File: src/rtl/evtmr_pkg.sv
package evtmr_pkg;
  localparam int CNT_W  = 56;
  localparam int DATA_W = 32;
  localparam int LO_W   = DATA_W;
  localparam int HI_W   = CNT_W - LO_W;

  localparam logic [7:0] OFF_LOAD_LO = 8'h00;
  localparam logic [7:0] OFF_CTRL    = 8'h04;
  localparam logic [7:0] OFF_MSET    = 8'h2C;
  localparam logic [7:0] OFF_MCLR    = 8'h30;
  localparam logic [7:0] OFF_ACK     = 8'h34;

  localparam int RUN_BIT = 24;
  localparam int RPT_BIT = 28;
  localparam int LD_BIT  = 30;

  typedef struct packed {
    logic             loadStb;
    logic [CNT_W-1:0] loadVal;
    logic             runEn;
    logic             rptEn;
  } cntCtl_t;
endpackage

File: src/rtl/evtmr_regs.sv
module evtmr_regs
  import evtmr_pkg::*;
#(
  parameter int ADDR_W = 8
) (
  input  logic              clk,
  input  logic              rstN,
  input  logic              regWrite,
  input  logic [ADDR_W-1:0] regAddr,
  input  logic [DATA_W-1:0] regWdata,
  output logic [DATA_W-1:0] regRdata,
  input  logic              expire,
  output cntCtl_t           ctl,
  output logic              maskState,
  output logic              pendState,
  output logic              irqOut
);
  logic [LO_W-1:0] loLoad;
  logic [HI_W-1:0] hiLoad;
  logic runEn, rptEn, maskEn, pending;
  logic wrLo, wrCtrl, wrMset, wrMclr, wrAck;
  logic unusedWdata;

  assign unusedWdata = ^{regWdata[31], regWdata[29], regWdata[27:25]};

  always_comb begin
    wrLo   = regWrite && (regAddr == ADDR_W'(OFF_LOAD_LO));
    wrCtrl = regWrite && (regAddr == ADDR_W'(OFF_CTRL));
    wrMset = regWrite && (regAddr == ADDR_W'(OFF_MSET));
    wrMclr = regWrite && (regAddr == ADDR_W'(OFF_MCLR));
    wrAck  = regWrite && (regAddr == ADDR_W'(OFF_ACK));
  end

  always_ff @(posedge clk) begin
    if (!rstN) begin
      loLoad  <= '0;
      hiLoad  <= '0;
      runEn   <= 1'b0;
      rptEn   <= 1'b0;
      maskEn  <= 1'b0;
      pending <= 1'b0;
    end else begin
      if (wrLo) loLoad <= regWdata[LO_W-1:0];
      if (wrCtrl) begin
        hiLoad <= regWdata[HI_W-1:0];
        runEn  <= regWdata[RUN_BIT];
        rptEn  <= regWdata[RPT_BIT];
      end
      if (wrMset && regWdata[0])      maskEn <= 1'b1;
      else if (wrMclr && regWdata[0]) maskEn <= 1'b0;
      if (expire)                     pending <= 1'b1;
      else if (wrAck && regWdata[0])  pending <= 1'b0;
    end
  end

  always_comb begin
    ctl.loadStb = wrCtrl && regWdata[LD_BIT];
    ctl.loadVal = {regWdata[HI_W-1:0], loLoad};
    ctl.runEn   = runEn;
    ctl.rptEn   = rptEn;
  end

  always_comb begin
    regRdata = '0;
    if (regAddr == ADDR_W'(OFF_LOAD_LO)) begin
      regRdata = loLoad;
    end else if (regAddr == ADDR_W'(OFF_CTRL)) begin
      regRdata[HI_W-1:0] = hiLoad;
      regRdata[RUN_BIT]  = runEn;
      regRdata[RPT_BIT]  = rptEn;
    end else if (regAddr == ADDR_W'(OFF_MSET) || regAddr == ADDR_W'(OFF_MCLR)) begin
      regRdata[0] = maskEn;
    end else if (regAddr == ADDR_W'(OFF_ACK)) begin
      regRdata[0] = pending;
    end
  end

  assign maskState = maskEn;
  assign pendState = pending;
  assign irqOut    = pending & maskEn;
endmodule

File: src/rtl/evtmr_count.sv
module evtmr_count
  import evtmr_pkg::*;
(
  input  logic             clk,
  input  logic             rstN,
  input  logic             tickEn,
  input  cntCtl_t          ctl,
  output logic             expire,
  output logic [CNT_W-1:0] count,
  output logic [CNT_W-1:0] reloadVal
);
  logic atOne, stepOk;

  always_comb begin
    stepOk = tickEn && ctl.runEn && !ctl.loadStb && (count != '0);
    atOne  = (count == CNT_W'(1));
    expire = stepOk && atOne;
  end

  always_ff @(posedge clk) begin
    if (!rstN) begin
      count     <= '0;
      reloadVal <= '0;
    end else if (ctl.loadStb) begin
      count     <= ctl.loadVal;
      reloadVal <= ctl.loadVal;
    end else if (stepOk) begin
      if (atOne) count <= ctl.rptEn ? reloadVal : '0;
      else       count <= count - CNT_W'(1);
    end
  end
endmodule

File: src/rtl/evtmr_top.sv
module evtmr_top
  import evtmr_pkg::*;
#(
  parameter int ADDR_W = 8
) (
  input  logic              clk,
  input  logic              rstN,
  input  logic              regWrite,
  input  logic [ADDR_W-1:0] regAddr,
  input  logic [31:0]       regWdata,
  output logic [31:0]       regRdata,
  input  logic              tickEn,
  output logic              irqOut
);
  cntCtl_t          ctl;
  logic             expire;
  logic [CNT_W-1:0] count;
  logic [CNT_W-1:0] reloadVal;
  logic             maskState;
  logic             pendState;

  evtmr_regs #(.ADDR_W(ADDR_W)) u_regs (
    .clk(clk), .rstN(rstN), .regWrite(regWrite), .regAddr(regAddr),
    .regWdata(regWdata), .regRdata(regRdata), .expire(expire), .ctl(ctl),
    .maskState(maskState), .pendState(pendState), .irqOut(irqOut)
  );

  evtmr_count u_count (
    .clk(clk), .rstN(rstN), .tickEn(tickEn), .ctl(ctl),
    .expire(expire), .count(count), .reloadVal(reloadVal)
  );
endmodule

File: config.mk
export PLATFORM = sky130hd
export DESIGN_NAME = evtmr_top
export DESIGN_NICKNAME = d
export VERILOG_FILES = /design/src/rtl/evtmr_pkg.sv /design/src/rtl/evtmr_regs.sv /design/src/rtl/evtmr_count.sv /design/src/rtl/evtmr_top.sv
export SDC_FILE = /design/constraint.sdc
export NUM_CORES = 1
export LEC_CHECK = 0
export BUFFER_PORTS_ARGS = -buffer_cell sky130_fd_sc_hd__buf_2
export CORE_ASPECT_RATIO = 0.75
export CORE_MARGIN = 2
export CORE_UTILIZATION = 55
export DETAILED_ROUTE_END_ITERATION = 6
export GPL_ROUTABILITY_DRIVEN = 0
export PLACE_DENSITY = 0.74
export REMOVE_ABC_BUFFERS = 1
export SYNTH_ARGS = -nofsm -noshare
export SYNTH_HDL_FRONTEND = slang
export SYNTH_SLANG_ARGS = --single-unit
export TNS_END_PERCENT = 1
File: constraint.sdc
create_clock -name clk -period 4 [get_ports clk]
set_input_delay 0.4 -clock clk [delete_from_list [all_inputs] [get_ports clk]]
set_output_delay 0.4 -clock clk [all_outputs]
set_load 0.05 [all_outputs]
Word level (Yosys, flattened, before mapping)
Index checks and enable logic that the tools add are counted.
{ "op_classes": {"n_addsub": 1, "n_eq_ne": 5, "muxes": 17, "n_bitwise": 1, "reduce_logical": 20} }
{ "op_table": {"columns": ["cell", "n"], "rows": [
  ["$mux 56", 4],
  ["$eq 56x1->1 const B", 1],
  ["$reduce_bool 56->1", 1],
  ["$sub 56x1->56 const B", 1],
  ["$mux 25", 1],
  ["$eq 8x6->1 const B", 3],
  ["$mux 24", 1],
  ["$logic_and 1x1->1", 13],
  ["$mux 1", 9],
  ["$eq 8x3->1 const B", 1],
  ["$logic_not 8->1", 1],
  ["$mux 3", 2],
  ["$reduce_bool 2->1", 3],
  ["$and 1x1->1", 1],
  ["$logic_not 1->1", 1],
  ["$logic_or 1x1->1", 1]
]} }
{ "totals": {"register_bits": 172, "inputBits": 44, "out_inout_bits": 33, "word_cells": 52} }

Longest topological paths before layout
Gate-level depths: netlist (run 1).
{ "logic_depth": {"word_depth": 8, "depth_mapped": 11} }

Modules after synthesis
Synthesis (run 1) repeated with hierarchy kept, for this count alone.
{ "unflattened": {"cells_unflattened": 1148, "area_unflattened_um2": 9366.5} }
{ "modules_own_cells": {"columns": ["module", "instances", "cells_each", "area_per_inst_um2", "seq_area_each_um2"], "rows": [
  ["evtmr_count", 1, 801, 6463.7, 2242.2],
  ["evtmr_regs", 1, 347, 2902.8, 1201.2]
]} }

Worst setup path before layout (run 1)
Ideal clock, no wire load.
{ "synth_path": {"kind": "input to output", "startpoint": "input regAddr[1]", "endpoint": "output regRdata[0]", "t_arrival_ns": 2.405, "path_slack_ns": 1.195, "path_stages": 3, "cell_sequence": "nor4_1 > nand2_1 > o21ai_0"} }
{ "synth_between": {"elab_chain_len": 5, "elab_cells_between_ends": 10, "cone_classes": "eq/ne (4); mux (4); reduce/logical (2)"} }
{ "synth_rtl": {"columns": ["item", "line", "source"], "rows": [
  ["start, declared", "evtmr_top.sv:9", "input logic [ADDR_W-1:0] regAddr,"],
  ["$eq 8x6->1 (on tied branches)", "evtmr_regs.sv:73, evtmr_regs.sv:71", null],
  ["$mux 1 / $logic_or 1x1->1 (equally long branches)", "evtmr_regs.sv:73, evtmr_regs.sv:71", null],
  ["$mux 1", "evtmr_regs.sv:71", "end else if (regAddr == ADDR_W'(OFF_MSET) || regAddr == ADDR_W'(OFF_MCLR)) begin"],
  ["$mux 1", "evtmr_regs.sv:67", "end else if (regAddr == ADDR_W'(OFF_CTRL)) begin"],
  ["$mux 25 (*)", "evtmr_regs.sv:65", "if (regAddr == ADDR_W'(OFF_LOAD_LO)) begin"],
  ["end, declared", "evtmr_top.sv:11", "output logic [31:0] regRdata,"]
]} }
Every way passes the cells marked *; elsewhere a longest branch is shown, timed or not.

Worst setup path in the final report (run 1)
{ "layout_path": {"startpoint": "register u_count.count[48]", "endpoint": "register u_count.count[17]"} }
{ "layout_between": {"elab_chain_len": 4, "elab_cells_between_ends": 7, "cone_classes": "eq/ne (1); mux (3); reduce/logical (3)"} }
{ "layout_rtl": {"columns": ["item", "line", "source"], "rows": [
  ["start, declared", "evtmr_count.sv:9", "output logic [CNT_W-1:0] count,"],
  ["start signal, assigned", "evtmr_count.sv:25", "count <= ctl.loadVal;"],
  ["start signal, assigned", "evtmr_count.sv:28", "if (atOne) count <= ctl.rptEn ? reloadVal : '0;"],
  ["start signal, assigned", "evtmr_count.sv:29", "else count <= count - CNT_W'(1);"],
  ["$eq 56x1->1", "evtmr_count.sv:16", "atOne = (count == CNT_W'(1));"],
  ["$mux 56", "evtmr_count.sv:28", null],
  ["$mux 56", "evtmr_count.sv:27", "end else if (stepOk) begin"],
  ["$mux 56", "evtmr_count.sv:24", "end else if (ctl.loadStb) begin"]
]} }
Several ways; a longest one is shown, not always the timed one. The select of a mux whose other input is x is not followed.
A chain may end at the register's enable or synchronous reset.

==> results of run 1 <==
[sequential cells by signal, indices dropped and copies added (netlist names)]
signal	count
u_count.count	56
u_count.reloadVal	56
u_regs.loLoad	32
u_regs.hiLoad	24
u_regs.maskState	1
u_regs.pendState	1
u_regs.rptEn	1
u_regs.runEn	1
[area by class of cell]
type                       instances  area (um2)
fill                            1426        5670
multi-input combinational        883        4730
clock buffer                      21         470
sequential                       172        3440
timing repair buffer             101         568
inverter                           5        21.3
tap                              205         256
clock inverter                    10        67.6
[path summary, 6_finish.rpt]
kind / slack, ns / from / end / cells past startpoint
hold reg to reg: 0.45 / u_regs.hiLoad[15] / u_regs.hiLoad[15] / 2
setup / recovery: 0.61 / u_count.count[48] / u_count.count[17] / 8
setup reg to reg: 0.61 / u_count.count[48] / u_count.count[17] / 8
hold / removal: 0.20 / regWdata[25] / u_regs.loLoad[25] / 3
[per-stage QoR]
step                setup WS, ns   util  hold WS, ns
floorplan                 -0.485      -        0.432
global placement           0.716  0.592        0.438
detailed placement         0.660  0.592        0.446
CTS                        0.642  0.628        0.190
global route               0.434  0.628        0.206
finish                     0.614  0.628        0.202
[worst register-to-register path, cell delays in order, from the launching register on]
cell	delay, ns
dfxtp_1	0.36
or4_4	0.57
or4_4	0.43
or4_1	0.67
o21ai_2	0.47
buf_4	0.34
or4_1	0.16
a31oi_1	0.07
a31o_1	0.20
[cells in the mapped netlist, types with 9 or more instances]
cell	number
nor3_1	20
nor2_1	85
a21boi_0	12
o21ai_1	12
o211ai_1	9
nand4_1	11
dfxtp_1	172
nand2_1	285
buf_2	10
a21oi_1	163
xnor2_1	11
and2_1	10
a31oi_1	23
and3_1	22
xor2_1	11
mux2i_1	27
nor4_1	19
o22ai_1	9
o21ai_0	31
nand3_1	24
clkbuf_1	63
[per-layer routing]
layer,wire (um),up-vias,global-route usage
met5,0,-,0
met4,386,0,0.0825
met3,2450,39,0.0680
met2,10500,414,0.431
met1,12100,3930,0.471
li1,-,4103,-
[power by group]
group	internal (mW)	switching, mW	total, mW
sequential	1.71	0.000826	1.71
clock	0.838	0.697	1.53
combinational	0.0291	0.0640	0.0932
[logic make-up (layout without fill, tap and decap cells)]
logic type,after synthesis,in the layout
muxes,27,27
adders and majority gates,3,3
xor gates and xnor gates,22,22
and+or+nand+nor,514,514
DFF,172,172
AOI/OAI and AO/OA,317,317
buffers and inverters,87,137
==> out/qor.txt, run 1 <==
Status: finished, final reports clean
Largest net degree at the start of global routing: 101
Die footprint: 16600 um2
Syn_area_per_cell: 7.49 um2
Clock transition at the registers of the reported paths: 0.07 ns
Rows: 39
Clk Latency, worst-skew pair: 0.43 ns
CP Capture Type: flip-flop
Worst Path Required: 4.33 ns
Mux share of post-synthesis cell area: 0.0316
First-pass GRT wire length: 40.3 mm
Number of nets in the layout: 1227
Vias in the first global route: 7429
PortBufs: 76
Layout cell share with drive strength beyond 1: 0.123
Max Root-Sink Buffers: 2
Clock Sinks: 172
Delay-heaviest family, CP: simple AND/OR/NAND/NOR gates
Ys Warns: 0
H-tree Lvls: 4
Compound-Gate Fraction of Synth Area: 0.223
Max incr delay on CP: 0.67 ns
Buf+Inv Stages, Crit Path: 1
Final WL: 25.4 mm
Critical path class: reg2reg
Combinational family with the most area after synthesis: simple AND/OR/NAND/NOR gates
Core Region: 15200 um2
Post-CTS Resized: 0
Remaining global-route overflow: 0
Cells after synthesis: 1142
DR vias/cell: 6.07
Die height: 112 um
Minimum clock period: 3.39 ns
Max Cap Viol: 0
Worst hold path class: in2reg
Skew final: 0.00786 ns
Post-CTS Setup Inserts: 0
Synth area leaders: dfxtp_1 (40%), nand2_1 (13%), a21oi_1 (9.5%), nor2_1 (3.7%), mux2i_1 (3.2%)
Fin crit share: 0.846
Yosys top cell by area: dfxtp_1
Starting density of the core: 0.562
HPWL Detailed: 16.6 mm
Mapped Area: 8550 um2
Final Cell Area: 9550 um2
Count of cell types in the netlist: 66
Unrepaired setup endpoints after global routing: no
Number of buffers created by CTS: 17
Die X: 148 um
Top FF cell, synth: dfxtp_1
Final hold vios: 0
Least-Margin Pin Slew: 1.27 ns
Leakage: 3.76 nW
Slowest stage cell, crit path: or4_1
Wire per inst: 18.2 um
Pwr/cell area: 350 nW/um2
Placed cell area: 9020 um2
DRT Pass-1 Iters: 6
Commonest non-fill, non-tap cell in the layout: nand2_1
Diode count: 0
Initial antenna violation count: 0
Total power: 3.34 mW
Crit path cell chain: or4_4 -> or4_4 -> or4_1 -> o21ai_2 -> buf_4 -> or4_1 -> a31oi_1 -> a31o_1
Asr flop ratio synth: 0
EDFF count, synth: 0
CP Data Arrival Time: 3.72 ns
Post-detailed-route count of antenna-violating nets: 0
FMAX: 295 MHz
Area fraction of the dominant cell type after synthesis: 0.403
Register area share after synthesis: 0.403
#FFs+latches synth: 172
Dpl cells: 1366
Max rail drop VDD: 303 uV
All-Layer GR Usage: 0.307
Simple-gate share of the synthesized area: 0.270
Startpoint types: flip-flop
Worst Path Max Fanout: 20
Rel. slew slack: 0.152
Drt first-iter violations: 1032
Final TNS setup: 0 ns
Hold buffer count at CTS: 0
XOR/XNOR share of the synthesized area: 0.0225
Root buf cell: clkbuf_16
Post-synthesis adder-cell area fraction: 0.00439
Final Instance Count excl. Fillers: 1397
Most frequent cells in the layout: nand2_1 (285), dfxtp_1 (172), a21oi_1 (163)
IO Count: 77
Max-slew violations: 0
CTS tree: yes
DRC: 0
Synth-to-Final Area Change: 11.8%
Final setup vio count: 0
Via count: 8486
Power figures use the tool's default switching activity.
==> run 2, diff against run 1 <==
==> constraint.sdc (replaced) <==
create_clock -name clk -period 3.3 [get_ports clk]
set_input_delay 0.33 -clock clk [delete_from_list [all_inputs] [get_ports clk]]
set_output_delay 0.33 -clock clk [all_outputs]
set_load 0.05 [all_outputs]
==> run 2 against run 1 <==
Against the previous run:
- wire length rose by 0.98%
- highest routed layer unchanged
- die area did not move
- cell area rose by 3.0%
- largest power group is now the clock network
- worst setup slack got worse by 0.50 ns
- clock power rose by 37%
- sequential power rose by 22%
- maximum frequency rose by 6.2%
- total power rose by 28%
- cell count rose by 1.4%
==> out/qor.txt, run 2 (synthesis results as in run 1) <==
Fillers: 1333 (-6.5%)
DR vias/cell: 6.09 (+0.28%)
Net Sw Frac: 0.216 (-0.0115)
Clk Latency, worst-skew pair: 0.44 ns (about the same)
CP Capture Type: flip-flop
Number of buffers created by CTS: 17 (unchanged)
Least-Margin Pin Slew: 1.22 ns (-0.0549 ns)
Worst Path Required: 3.62 ns (-0.71 ns)
Rel. slew slack: 0.189 (+0.0366)
Post-CTS Resized: 0 (unchanged)
Placed cell area: 9240 um2 (+2.4%)
Commonest non-fill, non-tap cell in the layout: nand2_1
Final WL: 25.7 mm (+0.98%)
Startpoint types: flip-flop
Remaining global-route overflow: 0 (unchanged)
Worst hold path class: in2reg
Pwr/cell area: 435 nW/um2 (+24%)
Psw: 928 uW (+22%)
Fin crit share: 0.966 (+0.119)
Skew final: 0.00697 ns (-0.000891 ns)
Initial antenna violation count: 1 (+1)
Die height: 112 um (unchanged)
Post-CTS Setup Inserts: 0 (unchanged)
CTS tree: yes
Worst Path Max Fanout: 19 (-5.0%)
Flop pwr share: 0.485 (-0.028)
Starting density of the core: 0.562 (unchanged)
Cells on worst reg2reg path: 7 (-1)
Via count: 8632 (+1.7%)
Root buf cell: clkbuf_16
CP Data Arrival Time: 3.51 ns (-0.21 ns)
Int Pwr: 3.36 mW (+30%)
Diode count: 0 (unchanged)
DRC: 0 (unchanged)
Clock transition at the registers of the reported paths: 0.06 ns (about the same)
Synth-to-Final Area Change: 15.1%
Core Region: 15200 um2 (unchanged)
Max Cap Viol: 0 (unchanged)
Max-slew violations: 0 (unchanged)
Drt first-iter violations: 1093 (+5.9%)
Rows: 39 (unchanged)
Hold buffer count at CTS: 0 (unchanged)
Vias in the first global route: 7614 (+2.5%)
Final TNS setup: 0 ns (unchanged)
Clock power share: 0.488 (+0.029)
Layout cell share with drive strength beyond 1: 0.139 (+0.0153)
Top flop regs: u_count.count (56), u_count.reloadVal (56), u_regs.loLoad (32)
First-pass GRT wire length: 41.1 mm (+1.9%)
Number of nets in the layout: 1248 (+1.7%)
H-tree Lvls: 4 (unchanged)
Max rail drop VDD: 344 uV (+13%)
Hold Path Depth: 3 (unchanged)
HPWL Detailed: 17.5 mm (+5.6%)
Final setup vio count: 0 (unchanged)
Critical path class: reg2reg
Post-detailed-route count of antenna-violating nets: 0 (unchanged)
Die X: 148 um (unchanged)
Final hold vios: 0 (unchanged)
Clock Sinks: 172 (unchanged)
PortBufs: 76 (unchanged)
Unrepaired setup endpoints after global routing: no
Leakage: 3.92 nW (+4.2%)
Minimum clock period: 3.19 ns (-0.199 ns)
Status: finished, final reports clean
Combinational share of power: 0.027 (about the same)
Core Util, Final: 0.647 (+0.0190)
Max Root-Sink Buffers: 2 (unchanged)
IO Count: 77 (unchanged)
Die footprint: 16600 um2 (unchanged)
Largest net degree at the start of global routing: 70 (-31%)
Wire per inst: 18.1 um (-0.44%)
Most frequent cells in the layout: nand2_1 (285), dfxtp_1 (172), a21oi_1 (163)
Final Cell Area: 9840 um2 (+3.0%)
All-Layer GR Usage: 0.312 (+0.00541)
DRT Pass-1 Iters: 6 (unchanged)
FMAX: 314 MHz (+6.2%)
-- run 2: cell count changes in the layout (fill, tap and decap cells not counted), sizes merged --
cell and change:
bufinv +3, clkinvlp -1, clkinv -2, buf +21
clkbuf -1
-- run 2: per-layer routing --
metal  routed length (um)  GRT usage  part of all wire  vias to the layer above
met5                    0          0                 0                        -
met4                  430     0.0876             0.017                        0
met3                 2590     0.0799              0.10                       44
met2                10500      0.438              0.41                      427
met1                12200      0.471              0.47                     4012
li1                     -          -                 -                     4149
-- run 2: final cells by class --
cell class | count | area [um2] | area share
inverter | 5 | 21.3 | 0.00216
timing repair buffer | 122 | 788 | 0.0801
tap | 205 | 256 | 0.0261
clock buffer | 20 | 467 | 0.0474
multi-input combinational | 883 | 4730 | 0.480
sequential | 172 | 3440 | 0.350
clock inverter | 10 | 140 | 0.0142
-- run 2: critical path, stage by stage, from the launching register on --
cell and delay (ns):
dfxtp_1 0.35, or4_1 0.53, or4_4 0.50, or4_1 0.67
nor2_1 0.29, buf_4 0.30, o21ai_0 0.17, a22o_1 0.26
-- run 2: stage by stage --
step           total power [mW]  hold WS [ns]  setup WS (ns)  instances
2_1_floorplan              2.16         0.432          -1.12       1060
3_3_place_gp               2.24         0.441          0.232       1387
3_5_place_dp               2.24         0.445          0.195       1387
4_1_cts                    4.30         0.119          0.174       1417
5_1_grt                    4.41         0.121         0.0113       1417
6_report                   4.29         0.125          0.113       1417
-- run 2: path summary, 6_finish.rpt --
check,startpoint,end,slack [ns]
setup / recovery,u_count.count[32],u_count.count[34],0.11
hold / removal,regWdata[31],u_regs.loLoad[31],0.13
setup reg to reg,u_count.count[32],u_count.count[34],0.11
hold reg to reg,u_regs.hiLoad[9],u_regs.hiLoad[9],0.45
-- run 2: power by group through the flow --
stage / clock network [mW] / logic [mW] / registers [mW]
after detailed placement: 0 / 0.116 / 2.12
after CTS: 2.11 / 0.116 / 2.08
after floorplan: 0 / 0.0388 / 2.12
final: 2.09 / 0.118 / 2.08
after global placement: 0 / 0.115 / 2.12
after global routing: 2.20 / 0.127 / 2.08
